$ cat config.mk
export PLATFORM = sky130hd
export DESIGN_NAME = host_cmd_dispatch
export DESIGN_NICKNAME = d
export VERILOG_FILES = /design/src/rtl/hcd_pkg.sv /design/src/rtl/hcd_rx_collect.sv /design/src/rtl/hcd_seconds.sv /design/src/rtl/hcd_tx_serial.sv /design/src/rtl/host_cmd_dispatch.sv
export SDC_FILE = /design/constraint.sdc
export NUM_CORES = 1
export LEC_CHECK = 0
export BUFFER_PORTS_ARGS = -buffer_cell sky130_fd_sc_hd__buf_2
export CAP_MARGIN = 20
export CORE_ASPECT_RATIO = 0.75
export CORE_MARGIN = 5
export CORE_UTILIZATION = 25
export DETAILED_ROUTE_END_ITERATION = 7
export PLACE_DENSITY = 0.46
export RECOVER_POWER = 50
export SLEW_MARGIN = 0
export SYNTH_ARGS = -nofsm -noshare
export SYNTH_HDL_FRONTEND = slang
export SYNTH_SLANG_ARGS = --single-unit
$ cat constraint.sdc
create_clock -name clk -period 3.5 [get_ports clk]
set_input_delay 0.175 -clock clk [delete_from_list [all_inputs] [get_ports clk]]
set_output_delay 0.175 -clock clk [all_outputs]
set_load 0.02 [all_outputs]
$ cat src/rtl/hcd_pkg.sv
package hcd_pkg;

    localparam int unsigned MAX_ARGS   = 4;
    localparam int unsigned HDR_BYTES  = 3;
    localparam int unsigned TIME_BYTES = 4;
    localparam int unsigned ERR_BYTES  = 4;
    localparam int unsigned RX_KEEP    = 2 + MAX_ARGS;
    localparam int unsigned TX_MAX     = HDR_BYTES + TIME_BYTES;
    localparam int unsigned TX_LEN_W   = $clog2(TX_MAX + 1);

    typedef logic [7:0] byte_t;

    // packet classes carried in byte 0
    localparam byte_t PT_BUS = 8'd0;
    localparam byte_t PT_CMD = 8'd1;
    localparam byte_t PT_ERR = 8'd2;

    // error codes carried in byte 1 of an error reply
    localparam byte_t ERR_UNKNOWN = 8'd2;
    localparam byte_t ERR_BADARG  = 8'd5;

    typedef enum logic [2:0] {
        OP_NONE,
        OP_AUTOPOLL,
        OP_SET_RATE,
        OP_SET_DEVLIST,
        OP_POWERDOWN,
        OP_RESET,
        OP_GET_TIME,
        OP_SET_TIME
    } op_e;

    function automatic int unsigned op_argc(input op_e op);
        case (op)
            OP_AUTOPOLL:    return 1;
            OP_SET_RATE:    return 1;
            OP_SET_DEVLIST: return 2;
            OP_SET_TIME:    return 4;
            default:        return 0;
        endcase
    endfunction

endpackage

$ cat src/rtl/hcd_rx_collect.sv
module hcd_rx_collect
    import hcd_pkg::*;
#(
    parameter int unsigned LEN_W = 8
) (
    input  logic                       clk,
    input  logic                       rst_n,
    input  logic                       rx_valid_i,
    input  logic                       rx_first_i,
    input  byte_t                      rx_data_i,
    input  logic [LEN_W-1:0]           rx_len_i,
    output logic                       done_o,
    output logic [LEN_W-1:0]           len_o,
    output byte_t [RX_KEEP-1:0]        bytes_o,
    output logic                       fwd_valid_o,
    output logic                       fwd_first_o,
    output byte_t                      fwd_data_o,
    output logic [LEN_W-1:0]           fwd_len_o
);

    typedef struct packed {
        logic                active;
        logic [LEN_W-1:0]    cnt;
        logic [LEN_W-1:0]    len;
        byte_t [RX_KEEP-1:0] bytes;
        logic                done;
        logic                fwd_valid;
        logic                fwd_first;
        byte_t               fwd_data;
        logic [LEN_W-1:0]    fwd_len;
    } rx_st_t;

    rx_st_t st_d, st_q;

    always_comb begin
        st_d           = st_q;
        st_d.done      = 1'b0;
        st_d.fwd_valid = 1'b0;
        st_d.fwd_first = 1'b0;
        if (rx_valid_i && rx_first_i) begin
            if (rx_len_i != '0) begin
                st_d.bytes[0] = rx_data_i;
                st_d.len      = rx_len_i;
                st_d.cnt      = LEN_W'(1);
                st_d.active   = (rx_len_i != LEN_W'(1));
                st_d.done     = (rx_len_i == LEN_W'(1));
            end else begin
                st_d.active = 1'b0;
            end
        end else if (rx_valid_i && st_q.active) begin
            for (int k = 1; k < RX_KEEP; k++) begin
                if (st_q.cnt == LEN_W'(k)) begin
                    st_d.bytes[k] = rx_data_i;
                end
            end
            st_d.cnt = st_q.cnt + LEN_W'(1);
            if (st_q.cnt == st_q.len - LEN_W'(1)) begin
                st_d.active = 1'b0;
                st_d.done   = 1'b1;
            end
            if (st_q.bytes[0] == PT_BUS) begin
                st_d.fwd_valid = 1'b1;
                st_d.fwd_first = (st_q.cnt == LEN_W'(1));
                st_d.fwd_data  = rx_data_i;
                st_d.fwd_len   = st_q.len - LEN_W'(1);
            end
        end
    end

    always_ff @(posedge clk or negedge rst_n) begin
        if (!rst_n) begin
            st_q <= '0;
        end else begin
            st_q <= st_d;
        end
    end

    assign done_o      = st_q.done;
    assign len_o       = st_q.len;
    assign bytes_o     = st_q.bytes;
    assign fwd_valid_o = st_q.fwd_valid;
    assign fwd_first_o = st_q.fwd_first;
    assign fwd_data_o  = st_q.fwd_data;
    assign fwd_len_o   = st_q.fwd_len;

    AST_RX_CNT_BOUND: assert property (@(posedge clk) disable iff (!rst_n)
        st_q.active |-> (st_q.cnt < st_q.len));

    AST_RX_FWD_ONLY_BUS: assert property (@(posedge clk) disable iff (!rst_n)
        fwd_valid_o |-> (bytes_o[0] == PT_BUS));

endmodule

$ cat src/rtl/hcd_seconds.sv
module hcd_seconds #(
    parameter int unsigned TICK_DIV   = 50_000_000,
    parameter logic [31:0] RESET_SECS = 32'd0
) (
    input  logic        clk,
    input  logic        rst_n,
    input  logic        load_i,
    input  logic [31:0] load_val_i,
    output logic [31:0] secs_o
);

    localparam int unsigned DIV_W = (TICK_DIV > 1) ? $clog2(TICK_DIV) : 1;
    localparam logic [DIV_W-1:0] DIV_LAST = DIV_W'(TICK_DIV - 1);

    typedef struct packed {
        logic [DIV_W-1:0] div;
        logic [31:0]      secs;
    } sec_st_t;

    sec_st_t st_d, st_q;
    logic    tick;

    always_comb begin
        tick    = (st_q.div == DIV_LAST);
        st_d    = st_q;
        st_d.div = tick ? '0 : st_q.div + DIV_W'(1);
        if (load_i) begin
            st_d.secs = load_val_i;
        end else if (tick) begin
            st_d.secs = st_q.secs + 32'd1;
        end
    end

    always_ff @(posedge clk or negedge rst_n) begin
        if (!rst_n) begin
            st_q.div  <= '0;
            st_q.secs <= RESET_SECS;
        end else begin
            st_q <= st_d;
        end
    end

    assign secs_o = st_q.secs;

    AST_SECS_STEP: assert property (@(posedge clk) disable iff (!rst_n)
        !load_i |=> (secs_o == $past(secs_o) || secs_o == $past(secs_o) + 32'd1));

    AST_LOAD_WINS: assert property (@(posedge clk) disable iff (!rst_n)
        load_i |=> (secs_o == $past(load_val_i)));

endmodule

$ cat src/rtl/hcd_tx_serial.sv
module hcd_tx_serial
    import hcd_pkg::*;
(
    input  logic                clk,
    input  logic                rst_n,
    input  logic                load_i,
    input  logic [TX_LEN_W-1:0] load_len_i,
    input  byte_t [TX_MAX-1:0]  load_bytes_i,
    output logic                valid_o,
    output logic                first_o,
    output byte_t               data_o,
    output logic [TX_LEN_W-1:0] len_o,
    output logic                busy_o
);

    typedef struct packed {
        logic                busy;
        logic [TX_LEN_W-1:0] idx;
        logic [TX_LEN_W-1:0] len;
        byte_t [TX_MAX-1:0]  bytes;
    } tx_st_t;

    tx_st_t st_d, st_q;

    always_comb begin
        st_d = st_q;
        if (load_i && load_len_i != '0) begin
            st_d.bytes = load_bytes_i;
            st_d.len   = load_len_i;
            st_d.idx   = '0;
            st_d.busy  = 1'b1;
        end else if (st_q.busy) begin
            if (st_q.idx == st_q.len - TX_LEN_W'(1)) begin
                st_d.busy = 1'b0;
            end else begin
                st_d.idx = st_q.idx + TX_LEN_W'(1);
            end
        end
    end

    always_ff @(posedge clk or negedge rst_n) begin
        if (!rst_n) begin
            st_q <= '0;
        end else begin
            st_q <= st_d;
        end
    end

    assign valid_o = st_q.busy;
    assign first_o = st_q.busy && (st_q.idx == '0);
    assign data_o  = st_q.bytes[st_q.idx];
    assign len_o   = st_q.len;
    assign busy_o  = st_q.busy;

    AST_TX_IDX_BOUND: assert property (@(posedge clk) disable iff (!rst_n)
        busy_o |-> (st_q.idx < st_q.len));

    AST_TX_NO_GAP: assert property (@(posedge clk) disable iff (!rst_n)
        (busy_o && st_q.idx != st_q.len - TX_LEN_W'(1)) |=> (valid_o && !first_o));

    AST_TX_LEN_HELD: assert property (@(posedge clk) disable iff (!rst_n)
        (busy_o && !first_o) |-> $stable(len_o));

endmodule

$ cat src/rtl/host_cmd_dispatch.sv
module host_cmd_dispatch
    import hcd_pkg::*;
#(
    parameter int unsigned TICK_DIV        = 50_000_000,
    parameter int unsigned LEN_W           = 8,
    parameter logic [31:0] RESET_SECS      = 32'd0,
    parameter logic [7:0]  RATE_RST        = 8'd20,
    parameter logic [15:0] MASK_RST        = 16'hFFFF,
    parameter logic [7:0]  CMD_AUTOPOLL    = 8'h01,
    parameter logic [7:0]  CMD_GET_TIME    = 8'h03,
    parameter logic [7:0]  CMD_SET_TIME    = 8'h09,
    parameter logic [7:0]  CMD_POWERDOWN   = 8'h0A,
    parameter logic [7:0]  CMD_RESET       = 8'h11,
    parameter logic [7:0]  CMD_SET_RATE    = 8'h14,
    parameter logic [7:0]  CMD_SET_DEVLIST = 8'h19
) (
    input  logic             clk,
    input  logic             rst_n,
    input  logic             rx_valid,
    input  logic             rx_first,
    input  logic [7:0]       rx_data,
    input  logic [LEN_W-1:0] rx_len,
    output logic             tx_valid,
    output logic             tx_first,
    output logic [7:0]       tx_data,
    output logic [LEN_W-1:0] tx_len,
    output logic             fwd_valid,
    output logic             fwd_first,
    output logic [7:0]       fwd_data,
    output logic [LEN_W-1:0] fwd_len,
    output logic             autopoll_en,
    output logic [7:0]       poll_rate,
    output logic [15:0]      poll_mask,
    output logic             powerdown_req,
    output logic             sysreset_req
);

    typedef struct packed {
        logic        autopoll;
        byte_t       rate;
        logic [15:0] mask;
        logic        pwr;
        logic        rst;
    } ctl_t;

    ctl_t ctl_d, ctl_q;

    logic                rx_done;
    logic [LEN_W-1:0]    rx_len_q;
    byte_t [RX_KEEP-1:0] rx_bytes;
    logic                tx_busy;
    logic [TX_LEN_W-1:0] tx_len_s;
    logic [31:0]         secs;

    op_e                 op;
    byte_t               cmd;
    logic [LEN_W-1:0]    nargs;
    logic                take;
    logic                args_ok;
    logic                rate_ok;
    byte_t [TX_MAX-1:0]  resp;
    logic [TX_LEN_W-1:0] resp_len;
    logic                time_load;
    logic [31:0]         time_val;

    hcd_rx_collect #(
        .LEN_W (LEN_W)
    ) u_rx (
        .clk         (clk),
        .rst_n       (rst_n),
        .rx_valid_i  (rx_valid),
        .rx_first_i  (rx_first),
        .rx_data_i   (rx_data),
        .rx_len_i    (rx_len),
        .done_o      (rx_done),
        .len_o       (rx_len_q),
        .bytes_o     (rx_bytes),
        .fwd_valid_o (fwd_valid),
        .fwd_first_o (fwd_first),
        .fwd_data_o  (fwd_data),
        .fwd_len_o   (fwd_len)
    );

    hcd_seconds #(
        .TICK_DIV   (TICK_DIV),
        .RESET_SECS (RESET_SECS)
    ) u_secs (
        .clk        (clk),
        .rst_n      (rst_n),
        .load_i     (time_load),
        .load_val_i (time_val),
        .secs_o     (secs)
    );

    hcd_tx_serial u_tx (
        .clk          (clk),
        .rst_n        (rst_n),
        .load_i       (take),
        .load_len_i   (resp_len),
        .load_bytes_i (resp),
        .valid_o      (tx_valid),
        .first_o      (tx_first),
        .data_o       (tx_data),
        .len_o        (tx_len_s),
        .busy_o       (tx_busy)
    );

    assign tx_len = LEN_W'(tx_len_s);

    // command decode: earlier entries win if two parameters collide
    always_comb begin
        cmd = rx_bytes[1];
        if      (cmd == CMD_AUTOPOLL)    op = OP_AUTOPOLL;
        else if (cmd == CMD_SET_RATE)    op = OP_SET_RATE;
        else if (cmd == CMD_SET_DEVLIST) op = OP_SET_DEVLIST;
        else if (cmd == CMD_POWERDOWN)   op = OP_POWERDOWN;
        else if (cmd == CMD_RESET)       op = OP_RESET;
        else if (cmd == CMD_GET_TIME)    op = OP_GET_TIME;
        else if (cmd == CMD_SET_TIME)    op = OP_SET_TIME;
        else                             op = OP_NONE;
        nargs   = rx_len_q - LEN_W'(2);
        args_ok = (nargs == LEN_W'(op_argc(op)));
        rate_ok = !(op == OP_SET_RATE && rx_bytes[2] == 8'd0);
        take    = rx_done && !tx_busy && (rx_bytes[0] == PT_CMD) &&
                  (rx_len_q >= LEN_W'(2));
    end

    // reply build and state update
    always_comb begin
        ctl_d     = ctl_q;
        ctl_d.pwr = 1'b0;
        ctl_d.rst = 1'b0;
        resp      = '0;
        resp_len  = '0;
        time_load = 1'b0;
        time_val  = {rx_bytes[2], rx_bytes[3], rx_bytes[4], rx_bytes[5]};
        if (op == OP_NONE) begin
            resp[0]  = PT_ERR;
            resp[1]  = ERR_UNKNOWN;
            resp[2]  = PT_CMD;
            resp[3]  = cmd;
            resp_len = TX_LEN_W'(ERR_BYTES);
        end else if (!args_ok || !rate_ok) begin
            resp[0]  = PT_ERR;
            resp[1]  = ERR_BADARG;
            resp[2]  = PT_CMD;
            resp[3]  = cmd;
            resp_len = TX_LEN_W'(ERR_BYTES);
        end else begin
            resp[0]  = PT_CMD;
            resp[1]  = 8'd0;
            resp[2]  = cmd;
            resp_len = TX_LEN_W'(HDR_BYTES);
            case (op)
                OP_AUTOPOLL: begin
                    if (take) ctl_d.autopoll = (rx_bytes[2] != 8'd0);
                end
                OP_SET_RATE: begin
                    if (take) ctl_d.rate = rx_bytes[2];
                end
                OP_SET_DEVLIST: begin
                    if (take) ctl_d.mask = {rx_bytes[2], rx_bytes[3]};
                end
                OP_POWERDOWN: begin
                    ctl_d.pwr = take;
                end
                OP_RESET: begin
                    ctl_d.rst = take;
                end
                OP_GET_TIME: begin
                    resp[3]  = secs[31:24];
                    resp[4]  = secs[23:16];
                    resp[5]  = secs[15:8];
                    resp[6]  = secs[7:0];
                    resp_len = TX_LEN_W'(TX_MAX);
                end
                OP_SET_TIME: begin
                    time_load = take;
                end
                default: ;
            endcase
        end
    end

    always_ff @(posedge clk or negedge rst_n) begin
        if (!rst_n) begin
            ctl_q.autopoll <= 1'b0;
            ctl_q.rate     <= RATE_RST;
            ctl_q.mask     <= MASK_RST;
            ctl_q.pwr      <= 1'b0;
            ctl_q.rst      <= 1'b0;
        end else begin
            ctl_q <= ctl_d;
        end
    end

    assign autopoll_en   = ctl_q.autopoll;
    assign poll_rate     = ctl_q.rate;
    assign poll_mask     = ctl_q.mask;
    assign powerdown_req = ctl_q.pwr;
    assign sysreset_req  = ctl_q.rst;

    AST_RATE_NONZERO: assert property (@(posedge clk) disable iff (!rst_n)
        poll_rate != 8'd0);

    AST_PWR_ONE_CYCLE: assert property (@(posedge clk) disable iff (!rst_n)
        powerdown_req |=> !powerdown_req);

    AST_RST_ONE_CYCLE: assert property (@(posedge clk) disable iff (!rst_n)
        sysreset_req |=> !sysreset_req);

    AST_REQ_EXCLUSIVE: assert property (@(posedge clk) disable iff (!rst_n)
        !(powerdown_req && sysreset_req));

    AST_REQ_WITH_REPLY: assert property (@(posedge clk) disable iff (!rst_n)
        (powerdown_req || sysreset_req) |-> (tx_valid && tx_first));

endmodule

==> metrics.yaml <==
synthesis:
  synthCells: 951
  synth_area_sq_um: 10500
  synth.distinct_cells: 64
  synthArstFlopShare: 1.00
  ys_warn_count: 0
  synth.avg_cell_area_sq_um: 11.0
  synth-seq-cells: 218
  synth_edf_count: 0
  synth-main-ff-cell: "dfrtp_1"
  synth_top_area_frac: 0.478
  yosysTopAreaCell: "dfrtp_1"
  ys_seq_area_frac: 0.523
  synthTopCellsByArea: "dfrtp_1 (48%), mux2_2 (7.5%), dfstp_2 (4.5%), nand2_1 (4.4%), xnor2_1 (3.4%)"
die:
  rows: 64
  pin_count: 83
  die-area_sq_um: 46100
  initial_utilization: 0.255
  die_w_um: 246
  core-area_sq_um: 41100
  die_height_um: 187
power:
  ir_drop_uv: 256
  p_int_mw: 4.84
  p_sw_mw: 1.78
  p_per_area_nw_per_um2: 533
  clkPwrFrac: 0.430
  p_sw_frac: 0.269
  finalPower_mw: 6.62
  pwr-share-seq: 0.462
  p_leak_nw: 5.43
  p_comb_frac: 0.108
setup_path:
  cp_num_buf_inv: 1
  critPathSlowestCell: "nor4_2"
  max_stage_delay_ns: 0.49
  r2r_slack_ns: 0.52
  required_ns: 3.96
  cp-start-kind: "flop"
  cp_max_fo: 16
  end_kind: "flop"
  crit_path_cell_trace: "inv_1, ha_1, o21bai_1, o211ai_1, o2111ai_4, nor4_2, nand4_4, mux2_4"
  crit_family: "simple AND/OR/NAND/NOR gates"
  arrival_ns: 3.45
  crit_type: "flop to flop"
sta:
  worst_slack_ns: 0.518
  final.min_clock_period_ns: 2.98
  max_freq_mhz: 335
  worst_pin_slew_ns: 2.57
  finalSetupViolCount: 0
  setup_tns_ns: 0
  rsz0062_at_grt: "no"
  fin_hold_ws_ns: 0.422
  slew_headroom: -0.711
  slew_viol_final: 99
  fin_skew_ns: 0.0150
  min_period_over_period: 0.852
  hold_violations: 0
placed_design:
  port_buffers: 77
  dp_hpwl_um: 19500
  pre_cts_ws_ns: 0.538
  gp_congestion: 0.786
  place_area_sq_um: 11400
  dpl.cell_count: 1544
cts:
  cts_setup_buffers: 0
  clk_latency_ns: 0.55
  clock_sinks: 218
  clk_pin_slew_ns: 0.06
  cts_root_buf: "clkbuf_16"
  tritoncts: "built"
  cts_htree_levels: 1
  cts_buffers: 25
  clockBufferDepth: 3
final_layout:
  finish.utilization: 0.302
  area_growth_pct: 18.7
  drive_gt1_frac: 0.216
  layout.cells.non_filler: 1609
  final_nets: 1062
  stdcell_area_sq_um: 12400
  n_fill_cell: 4251
  seq_area_sq_um: 5480
  multi_input_area_sq_um: 4580
  final_common_cell: "dfrtp_1"
  most-common-layout-cells: "dfrtp_1 (200), nand2_1 (124), mux2_2 (70), nor2_1 (59), o21ai_0 (58)"
  antenna_cells: 0
route:
  vias: 7275
  drc: 0
  totalWireLength_um: 28200
  drt_iter0_drc: 511
  wl_per_cell_um: 17.5
  firstDrtPassIters: 4
  viasPerCell: 4.52
  ant_nets: 0
hold_path:
  min_path_type: "input pin to flop"
global_routing:
  grt_max_degree: 100
  grt_pass1_vias: 7468
  grt_overflow: 0
  grt_pass1_wl_um: 45200
  antenna_found_initial: 0
  grt_usage: 0.122
outcome:
  violations: "max-capacitance violations, max-slew violations"
  status: "finished, violations left"
run:
  cap_violations: 1
worst paths after layout:
kind | startpoint | to | cells after the start
max reg2reg | u_rx.len_o[1] | poll_mask[5] | 8
max | u_rx.len_o[1] | poll_mask[5] | 8
max in group asynchronous | rst_n | poll_mask[15] | 3
min in group asynchronous | rst_n | u_rx.bytes_o[26] | 2
min | rx_len[4] | u_rx.len_o[4] | 4
min reg2reg | u_rx.bytes_o[47] | u_secs.secs_o[7] | 2
power by group through the flow:
| stage | registers (mW) | logic [mW] | clock network (mW) |
|---|---|---|---|
| after detailed placement | 3.10 | 0.711 | 0 |
| after global placement | 3.09 | 0.699 | 0 |
| after floorplan | 2.94 | 0.573 | 0 |
| final | 3.06 | 0.713 | 2.85 |
| after global routing | 3.09 | 0.799 | 3.07 |
| after CTS | 3.05 | 0.733 | 2.95 |
registers in the layout (all words and copies together) (netlist names), 9 cells and up:
register       cells
u_tx.st_q         46
u_secs.st_q       26
u_rx.bytes_o      48
u_secs.secs_o     32
u_rx.st_q          9
poll_mask         16
final cells by class:
cell class              count  area share
clock buffers              34      0.0587
multi-input cells         653       0.369
repair buffers            110      0.0538
clock inverters            11      0.0144
well taps                 561      0.0565
inverters                  22     0.00665
flip-flops and latches    218       0.441
cells in the mapped netlist (all sizes together) (7+ instances only):
master	instances
a21oi	9
a22o	28
and2	10
and3	11
and4	7
buf	39
clkbuf	23
dfrtp	200
dfstp	18
ha	12
inv	21
mux2	80
mux2i	16
nand2	124
nand3	31
nand4	28
nor2	60
nor3	17
nor4	17
o21ai	60
xnor2	41
xor2	37
tightest hold or removal path, delay by kind of cell:
family	cells	cell delay, ns
buffers and inverters	2	0.63
AO/OA/AOI/OAI	1	0.06
AND/OR/NAND/NOR	1	0.05
cell families after synthesis:
family / after synthesis / share of synthesized area
muxes: 98 / 0.109
DFF: 218 / 0.523
other: 1 / 0.000358
and+or+nand+nor: 343 / 0.171
buffers and inverters: 84 / 0.0413
adders and majority gates: 12 / 0.0143
AOI/OAI and AO/OA: 117 / 0.0745
xor gates and xnor gates: 78 / 0.0653
per-layer routing:
metal  GRT usage  routed length (um)  vias to the layer above
li1            -                   -                     3477
met1       0.203               15500                     3633
met5           0                   0                        -
met2       0.163               11000                      133
met3      0.0209                1200                       32
met4      0.0230                 444                        0
timing repair:
| item | 4_1_cts | 5_1_grt |
|---|---|---|
| hold endpoints to repair | 99 | 0 |
| resized for setup | 0 | 0 |
| hold buffers | 20 | 0 |
No activity file was read; power rests on OpenSTA's default activity.
